$ cat config.mk
export PLATFORM = sky130hd
export DESIGN_NAME = amp_ctl_i2c_slave
export DESIGN_NICKNAME = d
export VERILOG_FILES = /design/src/rtl/amp_ctl_i2c_slave.sv
export SDC_FILE = /design/constraint.sdc
export NUM_CORES = 1
export LEC_CHECK = 0
export BUFFER_PORTS_ARGS = -buffer_cell sky130_fd_sc_hd__buf_2
export CAP_MARGIN = 30
export CORE_AREA = 2 2 70 72
export DETAILED_ROUTE_END_ITERATION = 8
export DIE_AREA = 0 0 72 74
export GPL_TIMING_DRIVEN = 0
export MAX_ROUTING_LAYER = met4
export PLACE_DENSITY = 0.78
export SYNTH_ARGS = -nofsm -noshare
export SYNTH_HDL_FRONTEND = slang
export SYNTH_SLANG_ARGS = --single-unit
$ cat constraint.sdc
create_clock -name clk -period 3.3 [get_ports clk]
set_clock_uncertainty 0.2 [all_clocks]
set_input_delay 0.66 -clock clk [delete_from_list [all_inputs] [get_ports clk]]
set_output_delay 0.66 -clock clk [all_outputs]
set_load 0.005 [all_outputs]
$ cat src/rtl/amp_ctl_i2c_slave.sv
module amp_ctl_i2c_slave #(
  parameter logic [6:0] DEV_ADDR = 7'b1101100,
  parameter int         RD_BYTES = 4
) (
  input  logic       clk,
  input  logic       rst_n,
  input  logic       scl_i,
  input  logic       sda_i,
  output logic       sda_oe,
  input  logic [3:0] flt_short_load,
  input  logic [3:0] flt_offset,
  input  logic [3:0] flt_short_vs,
  input  logic [3:0] flt_short_gnd,
  input  logic       thermal_warn,
  input  logic       diag_done,
  input  logic       offset_active,
  output logic       diag_en,
  output logic       offs_en,
  output logic       gain_front,
  output logic       gain_rear,
  output logic       unmute_front,
  output logic       unmute_rear,
  output logic       clip_sel,
  output logic       fast_mute,
  output logic       amp_on,
  output logic       line_diag,
  output logic       read_done
);

  typedef enum logic [2:0] {ST_IDLE, ST_RX, ST_RX_ACK, ST_TX, ST_TX_ACK, ST_SKIP} st_t;

  st_t        st;
  logic [2:0] scl_r, sda_r;
  logic [7:0] shreg, txsh, tx_next;
  logic [3:0] bit_cnt;
  logic [2:0] byte_idx;
  logic       is_addr, rw, rd_pend;
  logic [6:0] ib1;
  logic [2:0] ib2;

  always_ff @(posedge clk or negedge rst_n)
    if (!rst_n) begin
      scl_r <= 3'b111;
      sda_r <= 3'b111;
    end else begin
      scl_r <= {scl_r[1:0], scl_i};
      sda_r <= {sda_r[1:0], sda_i};
    end

  wire sda_q    = sda_r[1];
  wire scl_rise = scl_r[1] & ~scl_r[2];
  wire scl_fall = ~scl_r[1] & scl_r[2];
  wire start_c  = scl_r[1] & scl_r[2] & sda_r[2] & ~sda_r[1];
  wire stop_c   = scl_r[1] & scl_r[2] & ~sda_r[2] & sda_r[1];

  function automatic logic [3:0] nib(input int i);
    return {flt_short_load[i], flt_offset[i], flt_short_vs[i], flt_short_gnd[i]};
  endfunction

  always_comb
    case (byte_idx)
      3'd0:    tx_next = {thermal_warn, diag_done, 2'b00, nib(0)};
      3'd1:    tx_next = {offset_active, 3'b000, nib(1)};
      3'd2:    tx_next = {amp_on, diag_en, 2'b00, nib(2)};
      3'd3:    tx_next = {4'b0000, nib(3)};
      default: tx_next = 8'h00;
    endcase

  always_ff @(posedge clk or negedge rst_n)
    if (!rst_n) begin
      st        <= ST_IDLE;
      shreg     <= '0;
      txsh      <= '0;
      bit_cnt   <= '0;
      byte_idx  <= '0;
      is_addr   <= 1'b0;
      rw        <= 1'b0;
      rd_pend   <= 1'b0;
      sda_oe    <= 1'b0;
      read_done <= 1'b0;
      ib1       <= '0;
      ib2       <= '0;
    end else begin
      read_done <= 1'b0;
      if (start_c) begin
        st       <= ST_RX;
        is_addr  <= 1'b1;
        bit_cnt  <= '0;
        byte_idx <= '0;
        sda_oe   <= 1'b0;
        rd_pend  <= 1'b0;
      end else if (stop_c) begin
        st        <= ST_IDLE;
        sda_oe    <= 1'b0;
        read_done <= rd_pend;
        rd_pend   <= 1'b0;
      end else begin
        case (st)
          ST_RX:
            if (scl_rise) begin
              shreg   <= {shreg[6:0], sda_q};
              bit_cnt <= bit_cnt + 4'd1;
            end else if (scl_fall && bit_cnt == 4'd8) begin
              bit_cnt <= '0;
              if (is_addr) begin
                if (shreg[7:1] == DEV_ADDR) begin
                  sda_oe <= 1'b1;
                  rw     <= shreg[0];
                  st     <= ST_RX_ACK;
                end else begin
                  st <= ST_IDLE;
                end
              end else begin
                sda_oe <= 1'b1;
                st     <= ST_RX_ACK;
                if (byte_idx == 3'd0) ib1 <= shreg[6:0];
                else if (byte_idx == 3'd1) ib2 <= shreg[5:3];
                if (byte_idx != 3'd7) byte_idx <= byte_idx + 3'd1;
              end
            end
          ST_RX_ACK:
            if (scl_fall) begin
              is_addr <= 1'b0;
              bit_cnt <= '0;
              if (is_addr && rw) begin
                txsh   <= tx_next;
                sda_oe <= ~tx_next[7];
                st     <= ST_TX;
              end else begin
                sda_oe <= 1'b0;
                st     <= ST_RX;
              end
            end
          ST_TX:
            if (scl_fall) begin
              if (bit_cnt == 4'd7) begin
                sda_oe   <= 1'b0;
                st       <= ST_TX_ACK;
                rd_pend  <= 1'b1;
                byte_idx <= byte_idx + 3'd1;
                bit_cnt  <= '0;
              end else begin
                txsh    <= {txsh[6:0], 1'b0};
                sda_oe  <= ~txsh[6];
                bit_cnt <= bit_cnt + 4'd1;
              end
            end
          ST_TX_ACK:
            if (scl_rise) begin
              if (sda_q) begin
                read_done <= rd_pend;
                rd_pend   <= 1'b0;
                st        <= ST_SKIP;
              end
            end else if (scl_fall) begin
              if (byte_idx < 3'(RD_BYTES)) begin
                txsh   <= tx_next;
                sda_oe <= ~tx_next[7];
                st     <= ST_TX;
              end else begin
                st <= ST_SKIP;
              end
            end
          default: ;
        endcase
      end
    end

  assign diag_en      = ib1[6];
  assign offs_en      = ib1[5];
  assign gain_front   = ib1[4];
  assign gain_rear    = ib1[3];
  assign unmute_front = ib1[2];
  assign unmute_rear  = ib1[1];
  assign clip_sel     = ib1[0];
  assign fast_mute    = ib2[2];
  assign amp_on       = ib2[1];
  assign line_diag    = ib2[0];

endmodule

## After elaboration in Yosys (flattened, before gate mapping)

Index checks and enable logic that the tools add are counted.

| storage, ports and cells | value |
|---|---|
| logic and storage cells | 167 |
| output and inout port bits | 12 |
| bits in registers | 46 |
| bits of input ports | 23 |

| cells by class | value |
|---|---|
| $add $sub $neg | 2 |
| magnitude comparators | 1 |
| reductions and logical operators | 21 |
| muxes and demuxes | 71 |
| bitwise operators | 18 |
| equality and inequality tests | 40 |

Operators by type and width:

| operator | number |
|---|---|
| $mux W3 | 20 |
| $mux W7 | 7 |
| $ne A4 B4 Y1 const B | 11 |
| $pmux W8 S4 | 1 |
| $mux W1 | 28 |
| $mux W4 | 7 |
| $ne A3 B3 Y1 const B | 8 |
| $reduce_and A8 Y1 | 3 |
| $pmux W7 S3 | 1 |
| $ne A2 B2 Y1 const B | 8 |
| $ne A5 B5 Y1 const B | 3 |
| $reduce_and A7 Y1 | 2 |
| $eq A3 B2 Y1 const B | 4 |
| $pmux W3 S4 | 1 |
| $pmux W4 S3 | 1 |
| $not A1 Y1 | 11 |
| $reduce_and A10 Y1 | 1 |
| $reduce_and A5 Y1 | 2 |
| $reduce_and A9 Y1 | 1 |
| $reduce_bool A4 Y1 | 2 |
| $and A1 B1 Y1 | 7 |
| $eq A7 B7 Y1 const B | 1 |
| $eq A3 B1 Y1 const B | 2 |
| $pmux W3 S2 | 1 |
| 16 further kinds | 20 |

## Longest topological paths before layout

Gate-level depths: netlist (run 1).

| depth | value |
|---|---|
| depth in word-level cells | 9 |
| mapped depth | 8 |
| gate-level depth less buffers | 7 |

## Worst setup path after synthesis (run 1)

OpenSTA, ideal clock, no wires.

| timing | value |
|---|---|
| path kind | register to register |
| start | register scl_r[1] |
| end | register st[1] |
| stages on the path, launching flop included | 8 |
| slack | 0.880 ns |
| arrival | 2.095 ns |
| path buffers | 0 |
| setup time | 0.125 ns |
| period minus slack after synthesis | 2.420 ns |
| required time | 2.975 ns |
| cell sequence | dfstp_2 inv_1 ha_1 and4b_1 and2_4 a2111oi_2 a211o_2 mux2_4 |

| on the way | value |
|---|---|
| word-level cells in the longest chain between the ends | 5 |
| elaborated cells between the ends (all ways) | 22 |
| those cells by class | 7 x eq/ne; 4 x mux; 8 x bitwise; 3 x reduce/logical |

RTL lines:

| item | line | source |
|---|---|---|
| from (decl) | 33 | `logic [2:0] scl_r, sda_r;` |
| from (signal assigned) | 46 | `scl_r <= {scl_r[1:0], scl_i};` |
| $and A1 B1 Y1, or another cell as far along | 53, 54 |  |
| $and A1 B1 Y1, or another cell as far along (2 in a row) | 53 | `wire start_c = scl_r[1] & scl_r[2] & sda_r[2] & ~sda_r[1];` |
| $ne A5 B5 Y1 (no source line), or another cell as far along | n/a |  |
| $reduce_and A8 Y1 (no source line) or $mux W3 (tied branches) | n/a |  |
| to (signal assigned) | 71 | `st <= ST_IDLE;` |
| to (signal assigned) | 86 | `st <= ST_RX;` |
| to (signal assigned) | 93 | `st <= ST_IDLE;` |
| to (decl) | 32 | `st_t st;` |

Parallel ways exist; a longest one is shown, timed or not.
A chain may end at the register's enable or synchronous reset.

## Worst setup path in the final report (run 1)

Ends and elaborated chain as after synthesis.

==> impl_metrics.toml, run 1 <==
[outcome]
status = "completed"

[worst_setup_path]
cp-start-kind = "register"
cp.arrival_ns = 2.65
worst-path-max-fanout = 7
endpoint_kind = "register"
worstSetupPathType = "reg2reg"
crit_required_ns = 3.30

[timing]
timing.hold.ws_ns = 0.0144
rsz0062_at_grt = "no"
fmax_ghz = 0.376
setup_violations = 0
maxSlewViolCount = 0
slew_headroom_pct = 65.1
fin_setup_tns_ns = 0
hold_viol_final = 0
worst_pin_slew_ns = 0.521
period_needed_ns = 2.66
finalCritPeriodShare_pct = 80.5
setup_slack_ns = 0.642

[clocking]
cts_num_sinks = 46
path_clk_slew_ns = 0.09
numCtsBuffers = 5
max-clock-path-buffers = 2
cts_root_buf = "clkbuf_8"
cts_resized = 0
htreeDepth = 2
ctsHoldBuffers = 0
cts_tree = "yes"
clk-insertion-delay-late_ns = 0.30
cts_setup_buffers = 0

[global_route]
grtUsageTotal_pct = 21.7
grt_pass1_vias = 1870
antenna_found_initial = 0
grt_pass1_wl_um = 8650
grt_max_degree = 38
overflow = 0

[place]
port_buffers = 34
placed_area_mm2 = 0.00279
gp_congestion = 0.935
hpwl_um = 3820
place_inst = 316
pre_cts_ws_ns = 0.640

[power]
internal-power_mw = 1.26
p_leak_nw = 1.41
irDropWorstVdd_mv = 0.360
power_mw = 1.96
seq_power_share_pct = 40.1
pwr-share-clk_pct = 21.3
p_sw_share_pct = 35.4
comb_power_share_pct = 38.6
switchingPower_mw = 0.693
powerDensity_mw_per_mm2 = 674

[drt]
avgRoutedWirePerCell_um = 16.0
drcViolationCount = 0
viasPerCell = 5.81
ant_nets = 0
drt_first_pass_iters = 4
finalWirelength_um = 5200
num_vias = 1883
drt_iter0_drc = 151

[finish]
final_util_pct = 63.2
finalNetCount = 303
stdcell_count = 324
stdcell_area_mm2 = 0.00290
area_delta_synth_final_pct = 14.5
multi_input_area_mm2 = 0.00129
regArea_mm2 = 0.00116
n_antenna_cell = 0
fillers = 366
drive_above_1_share_pct = 30.7

[yosys]
syn_inst = 227
synth_area_leaders = "dfrtp_1 39%, dfstp_2 6.2%, ha_1 5.4%"
ys_seq_area_share_pct = 45.7
syn_area_per_cell_um2 = 11.2
yosys.area_share.simple_pct = 14.1
synth_seq_cells = 46
synth_fa_ha_area_share_pct = 5.43
synth-compound-area-share_pct = 17.5
synthArstFlopShare_pct = 100
synth_top_area_cell = "dfrtp_1"
synth_edf_count = 0
synth_top_family_by_area = "compound AO/OA/AOI/OAI gates"
synth_ff_type = "dfrtp_1"
yosysMostFrequentCell = "dfrtp_1"
netlist_top_cells_count = "40 x dfrtp_1, 24 x nand2_1, 14 x nor2_1, 14 x o21ai_0, 13 x inv_1"
synth_xor_area_share_pct = 0.691
yosysWarnings = 0
synthMuxAreaShare_pct = 13.2
syn_nets = 261
synth_area_mm2 = 0.00254
synth_top_area_share_pct = 39.5
yosysUniqueCellTypes = 58

[job]
drv_cap = 0

[hold_path]
holdCritPathClass = "in2async"

[die]
die_h_um = 74
start_util_pct = 55.2
die_x_um = 72
row_count = 25
die_area_mm2 = 0.00533
ioPinCount = 35
fp.coreArea_mm2 = 0.00460
-- state kept, by name, summed over array words and instances (netlist names), 3 cells and up --
name,cells
shreg,8
ib1,7
txsh,7
bit_cnt,4
byte_idx,3
ib2,3
scl_r,3
sda_r,3
st,3
-- cell usage in the layout (no fill, tap or decap), types with 3 or more instances in the layout --
master    Yosys  routed
buf_2         2      36
a22o_1        5       5
nor2_1       14      14
mux2_4        6       6
a211oi_1      3       3
o21ai_0      14      14
dfrtp_1      40      40
clkbuf_8      0       5
a221oi_1      5       5
inv_1        13      13
o22ai_1       3       3
a21oi_1       7       7
mux2_1       11      11
ha_1         11      11
nand2_1      24      24
mux2i_1       3       3
o21ai_1       4       4
dfstp_2       6       6
mux2_2        8       8
-- kinds of logic (layout without fill, tap and decap cells) --
kind of cell	count (synthesis)	in the layout
and+or+nand+nor	62	62
AOI/OAI and AO/OA	59	59
DFF	46	46
muxes	28	28
buffers and inverters	19	62
adders and majority gates	11	11
xor gates and xnor gates	2	2
-- area by class of cell --
class                      instances  area share [%]
clock buffer                       6            2.50
clock inverter                     2            1.29
timing repair buffer              35            6.55
inverter                          13            1.68
multi-input combinational        162            44.4
tap                               54            2.33
buffer                             6            1.38
sequential                        46            39.9
-- power by group through the flow --
stage	Sequential, mW	Combinational (mW)	Clock [mW]
after floorplan	0.764	0.596	0
after global placement	0.788	0.726	0
after detailed placement	0.792	0.748	0
after CTS	0.782	0.757	0.422
after global routing	0.802	0.844	0.445
final	0.785	0.756	0.416
-- critical path, stage by stage, from the launching register on --
cell	delay [ns]
dfstp_2	0.56
inv_1	0.05
ha_1	0.31
and4b_1	0.28
and2_4	0.19
a2111oi_2	0.44
a211o_2	0.22
mux2_4	0.30
-- metal layers --
layer	wire length (um)	GRT usage, %	vias up
met5	0	-	-
met4	87	7.13	0
met3	246	4.61	10
met2	2560	35.2	46
met1	2310	27.5	917
li1	-	-	910
-- worst paths after layout --
check / from / end / slack (ns) / cells after the start
min in group clk: scl_r[0] / scl_r[1] / 0.16 / 0
max in group asynchronous: rst_n / sda_r[2] / 2.35 / 2
setup / recovery: scl_r[1] / st[1] / 0.64 / 7
setup reg to reg: scl_r[1] / st[1] / 0.64 / 7
hold / removal: rst_n / bit_cnt[3] / 0.01 / 1
hold reg to reg: scl_r[0] / scl_r[1] / 0.16 / 0
(Power assumes the default switching activity.)
==> run 2, diff against run 1 <==
CORE_AREA = 2 2 73 75   (was 2 2 70 72)
DIE_AREA = 0 0 75 77   (was 0 0 72 74)
PLACE_DENSITY = 0.75   (was 0.78)
clock period = 2.4 ns   (was 3.3 ns; I/O delays follow)
==> impl_metrics.toml, run 2 (synthesized netlist as in run 1, its figures left out) <==
[power]
p_leak_nw = 1.44
irDropWorstVdd_mv = 0.442
powerDensity_mw_per_mm2 = 883

[place]
hpwl_um = 3790
gp_congestion = 0.885
port_buffers = 34
place_inst = 332

[die]
ioPinCount = 35
die_x_um = 75
row_count = 26
start_util_pct = 51.0
die_h_um = 77
die_area_mm2 = 0.00578
fp.coreArea_mm2 = 0.00498

[hold_path]
min-delay-start = "scl_i"
holdCritPathClass = "in2reg"
holdPathEnd = "scl_r[0]"
hold-path-cell-count = 1

[finish]
drive_above_1_share_pct = 33.2
n_antenna_cell = 0
final_common_cell = "dfrtp_1"
layout_common_cells = "40 x dfrtp_1, 36 x buf_2, 24 x nand2_1"
finalNetCount = 310
multi_input_area_mm2 = 0.00132
largestRegisters = "shreg x8, ib1 x7, txsh x7"
area_delta_synth_final_pct = 18.2
fillers = 421
stdcell_count = 347
regArea_mm2 = 0.00116
largest_register_ffs = 8
regMostFlops = "shreg"

[global_route]
grtUsageTotal_pct = 20.0
overflow = 0
grt_pass1_wl_um = 8670
grt_max_degree = 34
antenna_found_initial = 0
grt_pass1_vias = 1874

[clocking]
max-clock-path-buffers = 2
numCtsBuffers = 5
htreeDepth = 2
path_clk_slew_ns = 0.09
cts_tree = "yes"
cts_num_sinks = 46
cts_root_buf = "clkbuf_8"
clk-insertion-delay-late_ns = 0.31

[worst_setup_path]
worstSetupPathType = "reg2reg"
worst-path-max-fanout = 4
r2r_start = "scl_r[1]"
rrSetupSlack_ns = 0.05
crit_required_ns = 2.39
ff2ff_path_depth = 7
rr_endpoint = "st[1]"
cp.arrival_ns = 2.34
cp-start-kind = "register"
endpoint_kind = "register"

[timing]
period_needed_ns = 2.35
finalCritPeriodShare_pct = 97.7
slew_headroom_pct = 63.4
fmax_ghz = 0.426
setup_violations = 0
maxSlewViolCount = 0
hold_viol_final = 0
fin_setup_tns_ns = 0
worst_pin_slew_ns = 0.541

[drt]
drcViolationCount = 0
finalWirelength_um = 5040
ant_nets = 0
viasPerCell = 5.50
avgRoutedWirePerCell_um = 14.5
drt_iter0_drc = 74
num_vias = 1907
drt_first_pass_iters = 4

[outcome]
status = "completed"

[job]
drv_cap = 0
[run 2: stage by stage]
stage          util [%]  instance area, um^2  worst slack (ns)  hold WS (ns)  power [mW]
2_1_floorplan         -                 2540            0.0424       -0.0156        1.87
3_3_place_gp       56.2                 2800            -0.133         0.146        2.08
3_5_place_dp       56.6                 2820            -0.140         0.147        2.12
4_1_cts            59.2                 2950            0.0135        0.0569        2.65
5_1_grt            60.2                 3000          -0.00193        0.0526        2.85
6_report           60.2                 3000            0.0550        0.0685        2.65
[run 2: cell type report]
type	instances	area share [%]
clock buffers	5	2.30
flip-flops and latches	46	38.6
inverters	13	1.63
multi-input cells	162	44.1
repair buffers	42	8.18
plain buffers	6	1.34
well taps	70	2.92
clock inverters	3	0.918
[run 2: where the power goes]
group          leakage [nW]  total [mW]  internal (mW)  switching, mW
clock                0.0467       0.507          0.216          0.291
sequential            0.595        1.07          0.937          0.138
combinational         0.799        1.06          0.514          0.550
[run 2: timing repair]
item | 4_1_cts | 5_1_grt
hold buffers | 1 | 0
buffers inserted | 0 | 6
hold endpoints to repair | 7 | 0
pin swaps | 2 | 5
resized for setup | 3 | 1
endpoints found under the setup margin | 3 | 2
[run 2: worst max path at each step]
stage          startpoint     to
2_1_floorplan    scl_r[1]  st[1]
3_3_place_gp     scl_r[1]  st[1]
3_5_place_dp     scl_r[1]  st[1]
4_1_cts          scl_r[1]  st[1]
5_1_grt          scl_r[1]  st[1]
6_report         scl_r[1]  st[1]
[run 2: per-layer routing]
metal | routed length, um | track usage, % | up-vias
met2 | 2430 | 30.5 | 34
met4 | 83 | 6.43 | 0
li1 | - | - | 924
met5 | 0 | - | -
met1 | 2380 | 26.2 | 939
met3 | 145 | 4.47 | 10
[run 2: worst max-delay path: stages, from the launching register on]
cell       delay [ns]
dfstp_2          0.55
inv_1            0.06
ha_4             0.17
and4b_1          0.20
and2_4           0.19
a2111oi_4        0.36
a211o_2          0.20
mux2_4           0.30
==> run 3, diff against run 2 <==
CTS_CLUSTER_DIAMETER = 40   (was default)
GPL_TIMING_DRIVEN = default   (was 0)
PLACE_DENSITY = 0.83   (was 0.75)
==> impl_metrics.toml, run 3 (synthesized netlist as in run 1, its figures left out) <==
[die]
die_area_mm2 = 0.00578
ioPinCount = 35
die_x_um = 75
die_h_um = 77
fp.coreArea_mm2 = 0.00498
row_count = 26
start_util_pct = 51.0

[timing]
period_needed_ns = 2.30
hold_viol_final = 0
fmax_ghz = 0.435
finalCritPeriodShare_pct = 95.8
fin_setup_tns_ns = 0
maxSlewViolCount = 0
timing.hold.ws_ns = 0.0730
slew_headroom_pct = 57.4
rsz0062_at_grt = "no"
worst_pin_slew_ns = 0.630
setup_slack_ns = 0.0999
setup_violations = 0

[worst_setup_path]
rr_endpoint = "st[2]"
startpoint = "scl_r[1]"
r2r_start = "scl_r[1]"
worstSetupEndpoint = "st[2]"
endpoint_kind = "register"
rrSetupSlack_ns = 0.1
worst-path-max-fanout = 3
ff2ff_path_depth = 7
cp.arrival_ns = 2.29
crit_required_ns = 2.39
cp-start-kind = "register"
worstSetupPathType = "reg2reg"

[drt]
highest_layer = "met4"
drt_first_pass_iters = 4
route.met3.wl_um = 257
viasPerCell = 5.64
drt_iter0_drc = 96
met2_length_um = 2650
wl_met1_um = 2310
ant_nets = 0
avgRoutedWirePerCell_um = 15.6
num_vias = 1929
drcViolationCount = 0
finalWirelength_um = 5330

[clocking]
cts_num_sinks = 46
htreeDepth = 2
numCtsBuffers = 5
cts_tree = "yes"
path_clk_slew_ns = 0.09
cts_root_buf = "clkbuf_8"
clk-insertion-delay-late_ns = 0.30
max-clock-path-buffers = 2

[place]
hpwl_um = 4030
placed_area_mm2 = 0.00283
place_inst = 333
pre_cts_ws_ns = 0.0607
port_buffers = 34
gp_congestion = 0.938

[finish]
stdcell_count = 342
finalNetCount = 305
final_util_pct = 59.6
drive_above_1_share_pct = 32.0
n_antenna_cell = 0
final_common_cell = "dfrtp_1"
largest_register_ffs = 8
regMostFlops = "shreg"
area_delta_synth_final_pct = 16.9
largestRegisters = "shreg x8, ib1 x7, txsh x7"
stdcell_area_mm2 = 0.00296
layout_common_cells = "40 x dfrtp_1, 34 x buf_2, 24 x nand2_1"

[global_route]
grt_pass1_wl_um = 8820
grt_max_degree = 25
overflow = 0
grtUsageTotal_pct = 20.4
grt_pass1_vias = 1818
antenna_found_initial = 0

[power]
power_mw = 2.70
irDropWorstVdd_mv = 0.496
powerDensity_mw_per_mm2 = 912
p_leak_nw = 1.43

[outcome]
status = "completed"

[job]
drv_cap = 0

[hold_path]
holdCritPathClass = "in2reg"
[run 3: cell types whose count changed in the layout (fill, tap and decap cells not counted)]
cell        delta
buf_4          -1
clkinvlp_4     -1
buf_6          -1
clkinv_2       +1
bufinv_16      +1
nor2_4         -1
ha_2           +1
buf_2          -2
clkbuf_1       -1
ha_4           -1
nor2_1         +1
inv_8          -1
[run 3: where the power goes]
group / total, mW / internal [mW] / switching, mW
Sequential: 1.13 / 0.937 / 0.190
Clock: 0.590 / 0.312 / 0.277
Combinational: 0.985 / 0.476 / 0.509
[run 3: worst max-delay path, cell delays in order, from the launching register on]
cell and delay, ns:
dfstp_2 0.54, inv_1 0.04, ha_2 0.17, and4b_1 0.20, and2_4 0.18, a2111oi_4 0.36
a211o_2 0.20, mux2_4 0.30
[run 3: worst min-delay path by stage]
stage | to | slack, ns | depth (start not counted) | startpoint
2_1_floorplan | bit_cnt[0] | -0.02 | 0 | rst_n
3_3_place_gp | sda_r[1] | 0.15 | 0 | sda_r[0]
3_5_place_dp | sda_r[1] | 0.15 | 0 | sda_r[0]
4_1_cts | scl_r[0] | 0.07 | 1 | scl_i
5_1_grt | sda_r[0] | 0.06 | 1 | sda_i
6_report | scl_r[0] | 0.07 | 1 | scl_i
[run 3: routing by layer]
metal / global-route usage [%] / up-vias
met3: 4.86 / 15
met1: 27.3 / 944
li1: - / 913
met5: - / -
met4: 5.71 / 0
met2: 31.1 / 57
[run 3: what timing repair did]
item,4_1_cts,5_1_grt
hold endpoints to repair,16,0
buffers inserted,0,0
hold buffers,1,0
setup endpoints to repair,0,2
resized for setup,0,1
[run 3: area by class of cell]
type / instances / area [um^2]
fill: 416 / 2010
multi-input combinational: 162 / 1300
sequential: 46 / 1160
timing repair buffer: 43 / 253
tap: 70 / 87.6
clock buffer: 5 / 68.8
inverter: 13 / 48.8
clock inverter: 3 / 43.8
